===== config.mk =====
export PLATFORM = sky130hd
export DESIGN_NAME = spi_frame_ctrl
export DESIGN_NICKNAME = d
export VERILOG_FILES = /design/src/rtl/spi_frame_pkg.sv /design/src/rtl/spi_pin_sync.sv /design/src/rtl/spi_half_timer.sv /design/src/rtl/spi_shift_engine.sv /design/src/rtl/spi_frame_ctrl.sv
export SDC_FILE = /design/constraint.sdc
export NUM_CORES = 1
export LEC_CHECK = 0
export BUFFER_PORTS_ARGS = -buffer_cell sky130_fd_sc_hd__buf_4
export CELL_PAD_IN_SITES_DETAIL_PLACEMENT = 0
export CELL_PAD_IN_SITES_GLOBAL_PLACEMENT = 1
export CORE_UTILIZATION = 50
export CTS_BUF_LIST = sky130_fd_sc_hd__clkbuf_4 sky130_fd_sc_hd__clkbuf_8
export CTS_CLUSTER_DIAMETER = 60
export DETAILED_ROUTE_END_ITERATION = 8
export PLACE_DENSITY = 0.92
export SYNTH_ARGS = -nofsm -noshare
export SYNTH_HDL_FRONTEND = slang
export SYNTH_HIERARCHICAL = 1
export SYNTH_SLANG_ARGS = --single-unit

===== constraint.sdc =====
create_clock -name clk -period 4.8 [get_ports clk]
set_input_delay 0.72 -clock clk [delete_from_list [all_inputs] [get_ports clk]]
set_output_delay 0.72 -clock clk [all_outputs]
set_load 0.005 [all_outputs]

===== src/rtl/spi_frame_pkg.sv =====
package spi_frame_pkg;

    localparam logic [1:0] A_CTRL = 2'd0;
    localparam logic [1:0] A_STAT = 2'd1;
    localparam logic [1:0] A_DATA = 2'd2;
    localparam logic [1:0] A_DIV  = 2'd3;

    typedef enum logic [2:0] {
        ST_IDLE,
        ST_M_LOW,
        ST_M_HIGH,
        ST_S_ACTIVE,
        ST_S_HOLD
    } eng_state_t;

    typedef struct packed {
        logic [3:0] len_code;
        logic       irq_en;
        logic       lsb_first;
        logic       master;
        logic       len_en;
    } ctrl_t;

    // frame length in bits from the enable bit and the 4-bit code
    function automatic logic [4:0] frame_bits(input logic len_en, input logic [3:0] code);
        if (!len_en)
            return 5'd8;
        else if (code == 4'd0)
            return 5'd16;
        else if (code[3])
            return {1'b0, code};
        else
            return 5'd8;
    endfunction

endpackage


===== src/rtl/spi_pin_sync.sv =====
module spi_pin_sync #(
    parameter int              WIDTH   = 3,
    parameter int              STAGES  = 2,
    parameter logic [WIDTH-1:0] RST_VAL = '0
) (
    input  logic             clk,
    input  logic             rst_n,
    input  logic [WIDTH-1:0] din,
    output logic [WIDTH-1:0] dout
);

    logic [WIDTH-1:0] stage_q [STAGES];

    for (genvar g = 0; g < STAGES; g++) begin : g_stage
        if (g == 0) begin : g_first
            always_ff @(posedge clk or negedge rst_n) begin
                if (!rst_n) stage_q[g] <= RST_VAL;
                else        stage_q[g] <= din;
            end
        end else begin : g_next
            always_ff @(posedge clk or negedge rst_n) begin
                if (!rst_n) stage_q[g] <= RST_VAL;
                else        stage_q[g] <= stage_q[g-1];
            end
        end
    end

    assign dout = stage_q[STAGES-1];

endmodule


===== src/rtl/spi_half_timer.sv =====
module spi_half_timer #(
    parameter int DIV_W = 8
) (
    input  logic             clk,
    input  logic             rst_n,
    input  logic             run,
    input  logic [DIV_W-1:0] div_val,
    output logic             tick
);

    logic [DIV_W-1:0] half_lim;
    logic [DIV_W-1:0] cnt_q;

    always_comb begin
        half_lim = div_val >> 1;
        if (half_lim == '0) half_lim = DIV_W'(1);
    end

    assign tick = run && (cnt_q == half_lim - DIV_W'(1));

    always_ff @(posedge clk or negedge rst_n) begin
        if (!rst_n)      cnt_q <= '0;
        else if (!run)   cnt_q <= '0;
        else if (tick)   cnt_q <= '0;
        else             cnt_q <= cnt_q + DIV_W'(1);
    end

endmodule


===== src/rtl/spi_shift_engine.sv =====
module spi_shift_engine
    import spi_frame_pkg::*;
#(
    parameter int DATA_W = 16,
    parameter int CNT_W  = 5
) (
    input  logic              clk,
    input  logic              rst_n,
    input  logic              master,
    input  logic              lsb_first,
    input  logic [CNT_W-1:0]  nbits,
    input  logic              start,
    input  logic              kill,
    input  logic              tick,
    input  logic [DATA_W-1:0] tx_word,
    input  logic              sck_s,
    input  logic              mosi_s,
    input  logic              ssel_s,
    input  logic              miso_raw,
    output logic              run,
    output logic              sck_gen,
    output logic              out_bit,
    output logic              busy,
    output logic              selected,
    output logic              done,
    output logic              abort,
    output logic [DATA_W-1:0] rx_word
);

    localparam int IDX_W = $clog2(DATA_W);

    eng_state_t        state_q, nxt;
    logic [DATA_W-1:0] sh_q, rx_q, sh_adv;
    logic [CNT_W-1:0]  cnt_q;
    logic              sck_q, sck_d;
    logic [IDX_W-1:0]  top_idx;
    logic              sck_rise, sck_fall, slave_last;

    assign top_idx    = IDX_W'(nbits - CNT_W'(1));
    assign sck_rise   = sck_s & ~sck_d;
    assign sck_fall   = ~sck_s & sck_d;
    assign slave_last = (cnt_q == nbits - CNT_W'(1));
    assign sh_adv     = lsb_first ? (sh_q >> 1) : (sh_q << 1);

    function automatic logic [DATA_W-1:0] rx_put(input logic [DATA_W-1:0] cur, input logic b,
                                                 input logic lsbf, input logic [IDX_W-1:0] idx);
        if (lsbf) return (cur >> 1) | (DATA_W'(b) << idx);
        else      return {cur[DATA_W-2:0], b};
    endfunction

    // next-state decision
    always_comb begin
        nxt = state_q;
        unique case (state_q)
            ST_IDLE: begin
                if (kill)                      nxt = ST_IDLE;
                else if (master && start)      nxt = ST_M_LOW;
                else if (!master && !ssel_s)   nxt = ST_S_ACTIVE;
            end
            ST_M_LOW: begin
                if (kill)      nxt = ST_IDLE;
                else if (tick) nxt = ST_M_HIGH;
            end
            ST_M_HIGH: begin
                if (kill)      nxt = ST_IDLE;
                else if (tick) nxt = (cnt_q == nbits) ? ST_IDLE : ST_M_LOW;
            end
            ST_S_ACTIVE: begin
                if (master || kill || ssel_s)    nxt = ST_IDLE;
                else if (sck_rise && slave_last) nxt = ST_S_HOLD;
            end
            ST_S_HOLD: begin
                if (master || ssel_s) nxt = ST_IDLE;
            end
            default: nxt = ST_IDLE;
        endcase
    end

    // state register
    always_ff @(posedge clk or negedge rst_n) begin
        if (!rst_n) state_q <= ST_IDLE;
        else        state_q <= nxt;
    end

    // datapath and registered outputs
    always_ff @(posedge clk or negedge rst_n) begin
        if (!rst_n) begin
            sh_q    <= '0;
            rx_q    <= '0;
            cnt_q   <= '0;
            sck_q   <= 1'b0;
            sck_d   <= 1'b0;
            done    <= 1'b0;
            abort   <= 1'b0;
            rx_word <= '0;
        end else begin
            done  <= 1'b0;
            abort <= 1'b0;
            sck_d <= sck_s;
            unique case (state_q)
                ST_IDLE: begin
                    sck_q <= 1'b0;
                    if (nxt == ST_M_LOW || nxt == ST_S_ACTIVE) begin
                        sh_q  <= tx_word;
                        rx_q  <= '0;
                        cnt_q <= '0;
                    end
                end
                ST_M_LOW: begin
                    if (kill) sck_q <= 1'b0;
                    else if (tick) begin
                        sck_q <= 1'b1;
                        rx_q  <= rx_put(rx_q, miso_raw, lsb_first, top_idx);
                        cnt_q <= cnt_q + CNT_W'(1);
                    end
                end
                ST_M_HIGH: begin
                    if (kill) sck_q <= 1'b0;
                    else if (tick) begin
                        sck_q <= 1'b0;
                        if (cnt_q == nbits) begin
                            done    <= 1'b1;
                            rx_word <= rx_q;
                        end else begin
                            sh_q <= sh_adv;
                        end
                    end
                end
                ST_S_ACTIVE: begin
                    if (master || kill) begin
                        cnt_q <= '0;
                    end else if (ssel_s) begin
                        abort <= (cnt_q != '0);
                    end else if (sck_rise) begin
                        rx_q  <= rx_put(rx_q, mosi_s, lsb_first, top_idx);
                        cnt_q <= cnt_q + CNT_W'(1);
                        if (slave_last) begin
                            done    <= 1'b1;
                            rx_word <= rx_put(rx_q, mosi_s, lsb_first, top_idx);
                        end
                    end else if (sck_fall) begin
                        sh_q <= sh_adv;
                    end
                end
                ST_S_HOLD: begin
                    sck_q <= 1'b0;
                end
                default: sck_q <= 1'b0;
            endcase
        end
    end

    assign run      = (state_q == ST_M_LOW) || (state_q == ST_M_HIGH);
    assign busy     = (state_q != ST_IDLE);
    assign selected = (state_q == ST_S_ACTIVE) || (state_q == ST_S_HOLD);
    assign sck_gen  = sck_q;
    assign out_bit  = lsb_first ? sh_q[0] : sh_q[top_idx];

endmodule


===== src/rtl/spi_frame_ctrl.sv =====
module spi_frame_ctrl
    import spi_frame_pkg::*;
#(
    parameter int REG_W   = 16,
    parameter int DIV_W   = 8,
    parameter int SYNC_ST = 2
) (
    input  logic             clk,
    input  logic             rst_n,
    input  logic [1:0]       reg_addr,
    input  logic [REG_W-1:0] reg_wdata,
    input  logic             reg_rd,
    input  logic             reg_wr,
    output logic [REG_W-1:0] reg_rdata,
    input  logic             sck_in,
    output logic             sck_out,
    output logic             sck_oe,
    input  logic             mosi_in,
    output logic             mosi_out,
    output logic             mosi_oe,
    input  logic             miso_in,
    output logic             miso_out,
    output logic             miso_oe,
    input  logic             ssel_n,
    output logic             irq
);

    localparam int DATA_W = 16;
    localparam int CNT_W  = $clog2(DATA_W) + 1;

    ctrl_t             ctrl_q;
    logic [DIV_W-1:0]  div_q;
    logic [DATA_W-1:0] tx_q, tx_word, rx_word;
    logic              f_spif, f_modf, f_abrt, arm_spif, arm_modf, irq_q;
    logic              sck_s, mosi_s, ssel_s;
    logic              tick, run, sck_gen, out_bit, busy, selected, done, abort;
    logic              ctrl_wr, stat_rd, data_acc, data_wr, start, fault;
    logic [CNT_W-1:0]  nbits;

    spi_pin_sync #(.WIDTH(3), .STAGES(SYNC_ST), .RST_VAL(3'b100)) u_sync (
        .clk  (clk),
        .rst_n(rst_n),
        .din  ({ssel_n, mosi_in, sck_in}),
        .dout ({ssel_s, mosi_s, sck_s})
    );

    spi_half_timer #(.DIV_W(DIV_W)) u_timer (
        .clk    (clk),
        .rst_n  (rst_n),
        .run    (run),
        .div_val(div_q),
        .tick   (tick)
    );

    assign ctrl_wr  = reg_wr && (reg_addr == A_CTRL);
    assign stat_rd  = reg_rd && (reg_addr == A_STAT);
    assign data_acc = (reg_rd || reg_wr) && (reg_addr == A_DATA);
    assign data_wr  = reg_wr && (reg_addr == A_DATA);
    assign start    = data_wr && ctrl_q.master && !busy;
    assign fault    = ctrl_q.master && !ssel_s;
    assign tx_word  = start ? reg_wdata[DATA_W-1:0] : tx_q;
    assign nbits    = frame_bits(ctrl_q.len_en, ctrl_q.len_code);

    spi_shift_engine #(.DATA_W(DATA_W), .CNT_W(CNT_W)) u_engine (
        .clk      (clk),
        .rst_n    (rst_n),
        .master   (ctrl_q.master),
        .lsb_first(ctrl_q.lsb_first),
        .nbits    (nbits),
        .start    (start),
        .kill     (fault),
        .tick     (tick),
        .tx_word  (tx_word),
        .sck_s    (sck_s),
        .mosi_s   (mosi_s),
        .ssel_s   (ssel_s),
        .miso_raw (miso_in),
        .run      (run),
        .sck_gen  (sck_gen),
        .out_bit  (out_bit),
        .busy     (busy),
        .selected (selected),
        .done     (done),
        .abort    (abort),
        .rx_word  (rx_word)
    );

    // control, divider and transmit registers
    always_ff @(posedge clk or negedge rst_n) begin
        if (!rst_n) begin
            ctrl_q <= '0;
            div_q  <= '0;
            tx_q   <= '0;
        end else begin
            if (ctrl_wr) begin
                ctrl_q.len_en    <= reg_wdata[2];
                ctrl_q.master    <= reg_wdata[5];
                ctrl_q.lsb_first <= reg_wdata[6];
                ctrl_q.irq_en    <= reg_wdata[7];
                ctrl_q.len_code  <= reg_wdata[11:8];
            end
            if (fault) ctrl_q.master <= 1'b0;
            if (reg_wr && reg_addr == A_DIV) div_q <= reg_wdata[DIV_W-1:0];
            if (data_wr && !busy) tx_q <= reg_wdata[DATA_W-1:0];
        end
    end

    // status flags with their clearing sequences
    always_ff @(posedge clk or negedge rst_n) begin
        if (!rst_n) begin
            f_spif   <= 1'b0;
            f_modf   <= 1'b0;
            f_abrt   <= 1'b0;
            arm_spif <= 1'b0;
            arm_modf <= 1'b0;
            irq_q    <= 1'b0;
        end else begin
            if (done) begin
                f_spif   <= 1'b1;
                arm_spif <= 1'b0;
            end else if (arm_spif && data_acc) begin
                f_spif   <= 1'b0;
                arm_spif <= 1'b0;
            end else if (stat_rd && f_spif) begin
                arm_spif <= 1'b1;
            end

            if (fault) begin
                f_modf   <= 1'b1;
                arm_modf <= 1'b0;
            end else if (arm_modf && ctrl_wr) begin
                f_modf   <= 1'b0;
                arm_modf <= 1'b0;
            end else if (stat_rd && f_modf) begin
                arm_modf <= 1'b1;
            end

            if (abort)        f_abrt <= 1'b1;
            else if (stat_rd) f_abrt <= 1'b0;

            irq_q <= ctrl_q.irq_en && (f_spif || f_modf);
        end
    end

    always_comb begin
        unique case (reg_addr)
            A_CTRL: reg_rdata = REG_W'({4'b0, ctrl_q.len_code, ctrl_q.irq_en, ctrl_q.lsb_first,
                                        ctrl_q.master, 2'b0, ctrl_q.len_en, 2'b0});
            A_STAT: reg_rdata = REG_W'({f_spif, 2'b0, f_modf, f_abrt, 3'b0});
            A_DATA: reg_rdata = REG_W'(rx_word);
            A_DIV:  reg_rdata = REG_W'(div_q);
            default: reg_rdata = '0;
        endcase
    end

    assign sck_out  = sck_gen;
    assign sck_oe   = ctrl_q.master;
    assign mosi_out = out_bit;
    assign mosi_oe  = ctrl_q.master;
    assign miso_out = out_bit;
    assign miso_oe  = selected;
    assign irq      = irq_q;

endmodule


### Yosys cells after proc, flatten, opt, wreduce, memory -nomap -nowiden

Index checks and enable logic that the tools add are counted.

* equal/unequal tests: 29
* $add $sub $neg: 4
* muxes and demuxes: 87
* reductions and logical operators: 49
* shifts and indexed selects: 2
* order comparisons: 1
* bitwise operators: 7

Operators with widths (count)
* 2-to-1 mux 16 bit: 25
* one-hot mux 16 bit (3 select lines): 2
* one-hot mux 16 bit (4 select lines): 1
* 2-to-1 mux 5 bit: 8
* 2-to-1 mux 3 bit: 11
* OR 15 x 16 -> 16 bit: 2
* one-hot mux 16 bit (2 select lines): 1
* << shifter 1 x 4 -> 16 bit: 2
* 2-to-1 mux 1 bit: 30
* logical AND 1 bit: 18
* 2-to-1 mux 8 bit: 2
* inequality test 2 bit (second input constant): 8
* one-hot mux 3 bit (5 select lines): 1
* one-hot mux 5 bit (3 select lines): 1
* nonzero test 3 bit: 5
* equality test 5 bit: 2
* inequality test 2 x 1 -> 1 bit (second input constant): 5
* nonzero test 2 bit: 5
* equality test 3 x 2 -> 1 bit (second input constant): 3
* inequality test 3 x 2 -> 1 bit (second input constant): 3
* AND reduction 9 bit: 1
* adder 8 x 1 -> 8 bit (second input constant): 1
* equality test 8 bit: 1
* zero test 8 bit: 1
* 26 further kinds: 40

* output and inout bits: 23
* input bits: 26
* logic and storage cells: 204
* register bits after elaboration: 112

### Longest topological paths before layout

* word-level depth: 13
* gate-level depth with buffers: 14
* depth with buffers taken out: 12

### By module

The synthesis kept the hierarchy.

Modules (own cells, without submodules)
* spi_shift_engine: cells each 456, area each 4156.5 µm², instances 1
* spi_frame_ctrl: cells each 157, area each 1998.2 µm², instances 1
* spi_half_timer: cells each 64, area each 639.4 µm², instances 1
* spi_pin_sync: cells each 9, area each 175.2 µm², instances 1

### Least setup slack after synthesis

No wires, ideal clock.

* path type: register to register
* start: register div_q[7]
* end: register u_engine.sh_q[0]
* path slack: 918 ps
* path buffers: 2
* arrival: 3756 ps
* data required time: 4675 ps
* cell stages (with the launch flop): 14
* setup time: 125 ps
* cell sequence: dfrtp_1 > nor4_1 > a21oi_1 > ha_1 > xnor2_1 > a2111o_1 > a2111oi_4 > and3_2 > mux2i_1 > o21a_1 > or4_1 > buf_6 > buf_12 > mux2_4

* longest elaborated chain between the ends: 12
* elaborated cells on any way between the ends: 16

Ends and longest elaborated chain
* from (decl): RTL line spi_frame_ctrl.sv:32 `logic [DIV_W-1:0] div_q;`
* from (signal assigned): RTL line spi_frame_ctrl.sv:103 `if (reg_wr && reg_addr == A_DIV) div_q <= reg_wdata[DIV_W-1:0];`
* zero test 8 bit: RTL line spi_half_timer.sv:16 `if (half_lim == '0) half_lim = DIV_W'(1);`
* 2-to-1 mux 7 bit (*): RTL line spi_half_timer.sv:16
* subtractor 8 x 1 -> 8 bit (*): RTL line spi_half_timer.sv:19 `assign tick = run && (cnt_q == half_lim - DIV_W'(1));`
* equality test 8 bit (*): RTL line spi_half_timer.sv:19
* logical AND 1 bit (*): RTL line spi_half_timer.sv:19
* net tick: RTL line spi_frame_ctrl.sv:36 `logic tick, run, sck_gen, out_bit, busy, selected, done, abort;`
* 2-to-1 mux 3 bit (on tied branches): RTL line spi_shift_engine.sv:66, spi_shift_engine.sv:62
* 2-to-1 mux 3 bit (on tied branches): RTL line spi_shift_engine.sv:65, spi_shift_engine.sv:61
* one-hot mux 3 bit (5 select lines): RTL line spi_shift_engine.sv:54 `unique case (state_q)`
* equality test 3 x 1 -> 1 bit / equality test 3 x 2 -> 1 bit (equally long branches): RTL line spi_shift_engine.sv:103 `if (nxt == ST_M_LOW || nxt == ST_S_ACTIVE) begin`
* logical OR 1 bit: RTL line spi_shift_engine.sv:103
* inequality test 2 x 1 -> 1 bit (no source line)
* AND reduction 9 bit (no source line) (*)
* to (signal assigned): RTL line spi_shift_engine.sv:104 `sh_q <= tx_word;`
* to (signal assigned): RTL line spi_shift_engine.sv:125 `sh_q <= sh_adv;`
* to (signal assigned): RTL line spi_shift_engine.sv:142 `sh_q <= sh_adv;`
* to (decl): RTL line spi_shift_engine.sv:33 `logic [DATA_W-1:0] sh_q, rx_q, sh_adv;`

Mark *: on every way through the listed nets, which the timed path passes. The rest lies on a longest branch.
A chain may end at the register's enable or synchronous reset.

### Final worst setup path

* start: register ctrl_q[0] (netlist name)
* end: output port mosi_out

* longest elaborated chain between the ends: 5

Ends and longest elaborated chain
* from (decl): RTL line spi_frame_ctrl.sv:31 `ctrl_t ctrl_q;`
* 2-to-1 mux 5 bit: RTL line spi_frame_pkg.sv:26 `if (!len_en)`
* net nbits[0]: RTL line spi_frame_ctrl.sv:38 `logic [CNT_W-1:0] nbits;`
* subtractor 5 x 1 -> 5 bit
* binary-select mux 1 bit (select 4 bit): RTL line spi_shift_engine.sv:157 `assign out_bit = lsb_first ? sh_q[0] : sh_q[top_idx];`
* 2-to-1 mux 1 bit (implied by the code): RTL line spi_shift_engine.sv:157
* 2-to-1 mux 1 bit: RTL line spi_shift_engine.sv:157
* to (decl): RTL line spi_frame_ctrl.sv:19 `output logic mosi_out,`

The timed path passes the listed nets, and every way through them passes these cells. The select of a mux whose other input is x is not followed.

==> results.sh <==
export IMPL_syn_nets=717
export IMPL_hold_path_class="flip-flop to flip-flop"
export IMPL_cp_max_fo=13
export IMPL_portBuffers=48
export IMPL_clock_fmax_mhz=233
export IMPL_pre_cts_ws_ns=0.766
export IMPL_via_count=5519
export IMPL_antenna_found_initial=0
export IMPL_ys_ff_latch=112
export IMPL_die_h_um=120
export IMPL_tightest_slew_ns=1.11
export IMPL_syn_cell_area_mm2=0.00697
export IMPL_area_growth_pct=8.08
export IMPL_status="finished, final reports clean"
export IMPL_drt_initial_drc_count=641
export IMPL_postCtsSetupBuffers=0
export IMPL_nNetsFinal=741
export IMPL_cts_tree="done"
export IMPL_grt_first_pass_wirelength_um=28300
export IMPL_antenna_cells=0
export IMPL_finalCritPeriodShare=0.895
export IMPL_start_util=0.520
export IMPL_track_usage=0.254
export IMPL_die_area_mm2=0.0144
export IMPL_wl_um=17400
export IMPL_ir_drop_mv=0.168
export IMPL_arrival_ns=3.58
export IMPL_critical_path_class="flip-flop to primary output"
export IMPL_crit_slowest_cell="ha_1"
export IMPL_critical_path_max_stage_delay_ns=0.66
export IMPL_core_mm2=0.0134
export IMPL_final_cell_area_mm2=0.00753
export IMPL_dp_hpwl_um=12400
export IMPL_slew_viol_final=0
export IMPL_rsz0062_at_grt="false"
export IMPL_synth_distinct_cells=72
export IMPL_powerDensity_mw_per_mm2=470
export IMPL_io_pins=49
export IMPL_ant_nets=0
export IMPL_synthCells=686
export IMPL_drc=0
export IMPL_cts_root_buf="clkbuf_8"
export IMPL_die_w_um=120
export IMPL_ys_async_sr_fraction=1.00
export IMPL_final_layout_size_suffix_gt1_frac=0.255
export IMPL_hold_violations=0
export IMPL_cp_top_family="multiplexers"
export IMPL_dr_pass1_iters=9
export IMPL_synth_top_flop_cell="dfrtp_1"
export IMPL_cts_sinks=112
export IMPL_syn_area_per_cell_um2=10.2
export IMPL_cp_start_kind="flip-flop"
export IMPL_grt_remaining_overflow=0
export IMPL_relSlewSlack=0.259
export IMPL_floorplan_rows=42
export IMPL_cts_made_buffers=9
export IMPL_cts_resized=0
export IMPL_synth_edff_count=0
export IMPL_grt_pass1_vias=5287
export IMPL_place_area_mm2=0.00734
export IMPL_h_tree_depth=3
export IMPL_hold_slack_ns=0.360
export IMPL_ys_seq_area_frac=0.403
export IMPL_min_period_ns=4.30
export IMPL_cp_required_ns=4.08
export IMPL_worst_setup_path_end_kind="primary output"
export IMPL_path_buf_inv=2
export IMPL_synth_warnings=6
export IMPL_final_setup_viol_count=0
export IMPL_skew_ns=0.0151
export IMPL_leakage_uw=0.00337
export IMPL_gp_congestion=0.903
export IMPL_routedWlPerCell_um=19.6
export IMPL_tns_ns=0
export IMPL_setup_slack_ns=0.504
export IMPL_drv_cap=0
export IMPL_ctsLongestPathBuffers=2
export IMPL_grt_max_degree=82
export IMPL_clk_latency_ns=0.40
export IMPL_cp_cell_sequence="and3_1 > inv_1 > ha_1 > mux4_2 > mux4_2 > nand2_1 > nand2_1 > buf_4"
export IMPL_hold_buffers=0
export IMPL_viasPerCell=6.19
export IMPL_clk_transition_reported_paths_ns=0.11
[flip-flops by register name (all words and copies together) (netlist names), 3 cells and up]
signal and flops:
ctrl_q 7, div_q 8, tx_q 16, u_engine/cnt_q 5
u_engine/rx_q 16, u_engine/rx_word 16, u_engine/sh_q 16, u_engine/state_q 3
u_sync/dout 3, u_sync/stage_q 3, u_timer/cnt_q 8
[placed cells by master, fill, tap and decap left out, types with 13 or more instances in the layout]
cell type,instances
nor2_1,45
mux2_4,19
mux2_2,60
mux2i_1,27
o21ai_0,56
a21oi_1,22
xnor2_1,14
dfrtp_1,110
nand2_1,70
nand2b_1,15
nand3_1,13
inv_1,17
buf_4,56
[cells in the mapped netlist (3+ instances only)]
| library cell | number | area (µm²) |
|---|---|---|
| a21o_1 | 4 | 30.0 |
| a21oi_1 | 22 | 110 |
| a22o_1 | 11 | 96.3 |
| a22oi_1 | 8 | 60.1 |
| a311oi_1 | 7 | 61.3 |
| a31oi_1 | 5 | 31.3 |
| a32o_1 | 7 | 70.1 |
| and2_1 | 7 | 43.8 |
| and3_1 | 7 | 43.8 |
| buf_2 | 10 | 50.1 |
| buf_4 | 8 | 60.1 |
| buf_6 | 6 | 67.6 |
| clkbuf_1 | 17 | 63.8 |
| dfrtp_1 | 110 | 2750 |
| ha_1 | 5 | 62.6 |
| inv_1 | 17 | 63.8 |
| mux2_2 | 60 | 676 |
| mux2_4 | 19 | 285 |
| mux2i_1 | 27 | 270 |
| mux4_2 | 6 | 135 |
| nand2_1 | 70 | 263 |
| nand2b_1 | 15 | 93.8 |
| nand3_1 | 13 | 65.1 |
| nand3b_1 | 3 | 22.5 |
| nor2_1 | 45 | 169 |
| nor2b_1 | 9 | 56.3 |
| nor3_1 | 10 | 50.1 |
| nor4_1 | 3 | 18.8 |
| o211ai_1 | 4 | 30.0 |
| o21a_1 | 4 | 30.0 |
| o21ai_0 | 56 | 280 |
| o22ai_1 | 7 | 43.8 |
| o31ai_1 | 4 | 30.0 |
| o41ai_1 | 6 | 52.6 |
| or2_2 | 11 | 68.8 |
| xnor2_1 | 14 | 123 |
| xor2_1 | 6 | 52.6 |
[routing by layer]
layer / vias up / track usage / routed length (µm) / share of wire
met4: 0 / 0.103 / 459 / 0.026
met1: 2718 / 0.360 / 7880 / 0.45
met2: 229 / 0.383 / 7980 / 0.46
met5: - / 0 / 0 / 0
li1: 2538 / - / - / -
met3: 34 / 0.0442 / 1130 / 0.065
[where the power goes]
part	leakage, µW	switching (µW)	total, µW	internal, µW
Clock	0.0000952	345	556	211
Sequential	0.00145	239	1400	1160
Combinational	0.00182	832	1590	756
[through the flow]
stage | total power, µW | utilization | cells
after floorplan | 2600 | - | 686
after global placement | 2910 | 0.548 | 875
after detailed placement | 2970 | 0.548 | 875
after CTS | 3540 | 0.562 | 891
after global routing | 3770 | 0.562 | 891
final | 3540 | 0.562 | 891
[layout make-up]
class | instances | area, µm²
Tap cell | 176 | 220
Clock inverter | 6 | 50.0
Multi-Input combinational cell | 514 | 3830
Inverter | 17 | 63.8
Fill cell | 1144 | 5870
Sequential cell | 112 | 2810
Clock buffer | 10 | 138
Timing Repair Buffer | 56 | 420
[kinds of logic (layout without fill, tap and decap cells)]
logic type               after synthesis  count (layout)  share of synthesized area
adder cells (fa/ha/maj)                5               5                    0.00898
AND/OR/NAND/NOR                      215             215                      0.156
AO/OA/AOI/OAI                        160             160                      0.158
flip-flops                           112             112                      0.403
multiplexers                         112             112                      0.196
buffers and inverters                 60              89                     0.0472
XOR/XNOR                              22              22                     0.0307
[worst reg2reg max path: stages (launching register included)]
cell and delay (ns):
dfrtp_1 0.46, nor2_1 0.38, a21oi_1 0.19, ha_1 0.34, xnor2_1 0.13, a2111o_1 0.32, a2111oi_4 0.31, buf_4 0.21
and3_2 0.26, nand2b_1 0.09, a211oi_2 0.29, o211ai_2 0.35, buf_4 0.31, o41ai_1 0.36
[path summary, 6_finish.rpt]
check                                            start                      endpoint  slack, ns  depth (start not counted)
setup / recovery                 ctrl_q[0]$_DFFE_PN0P_                      mosi_out       0.50                          8
hold reg to reg            u_sync/stage_q[4]$_DFF_PN0_      u_sync/dout[1]$_DFF_PN0_       0.36                          0
min in group asynchronous                        rst_n           tx_q[4]$_DFFE_PN0P_       0.48                          1
hold / removal             u_sync/stage_q[4]$_DFF_PN0_      u_sync/dout[1]$_DFF_PN0_       0.36                          0
max in group asynchronous                        rst_n          arm_spif$_DFFE_PN0P_       3.33                          2
setup reg to reg                  div_q[3]$_DFFE_PN0P_  u_engine/rx_q[1]$_DFFE_PN0P_       0.69                         13
No activity file was read; power rests on OpenSTA's default activity.
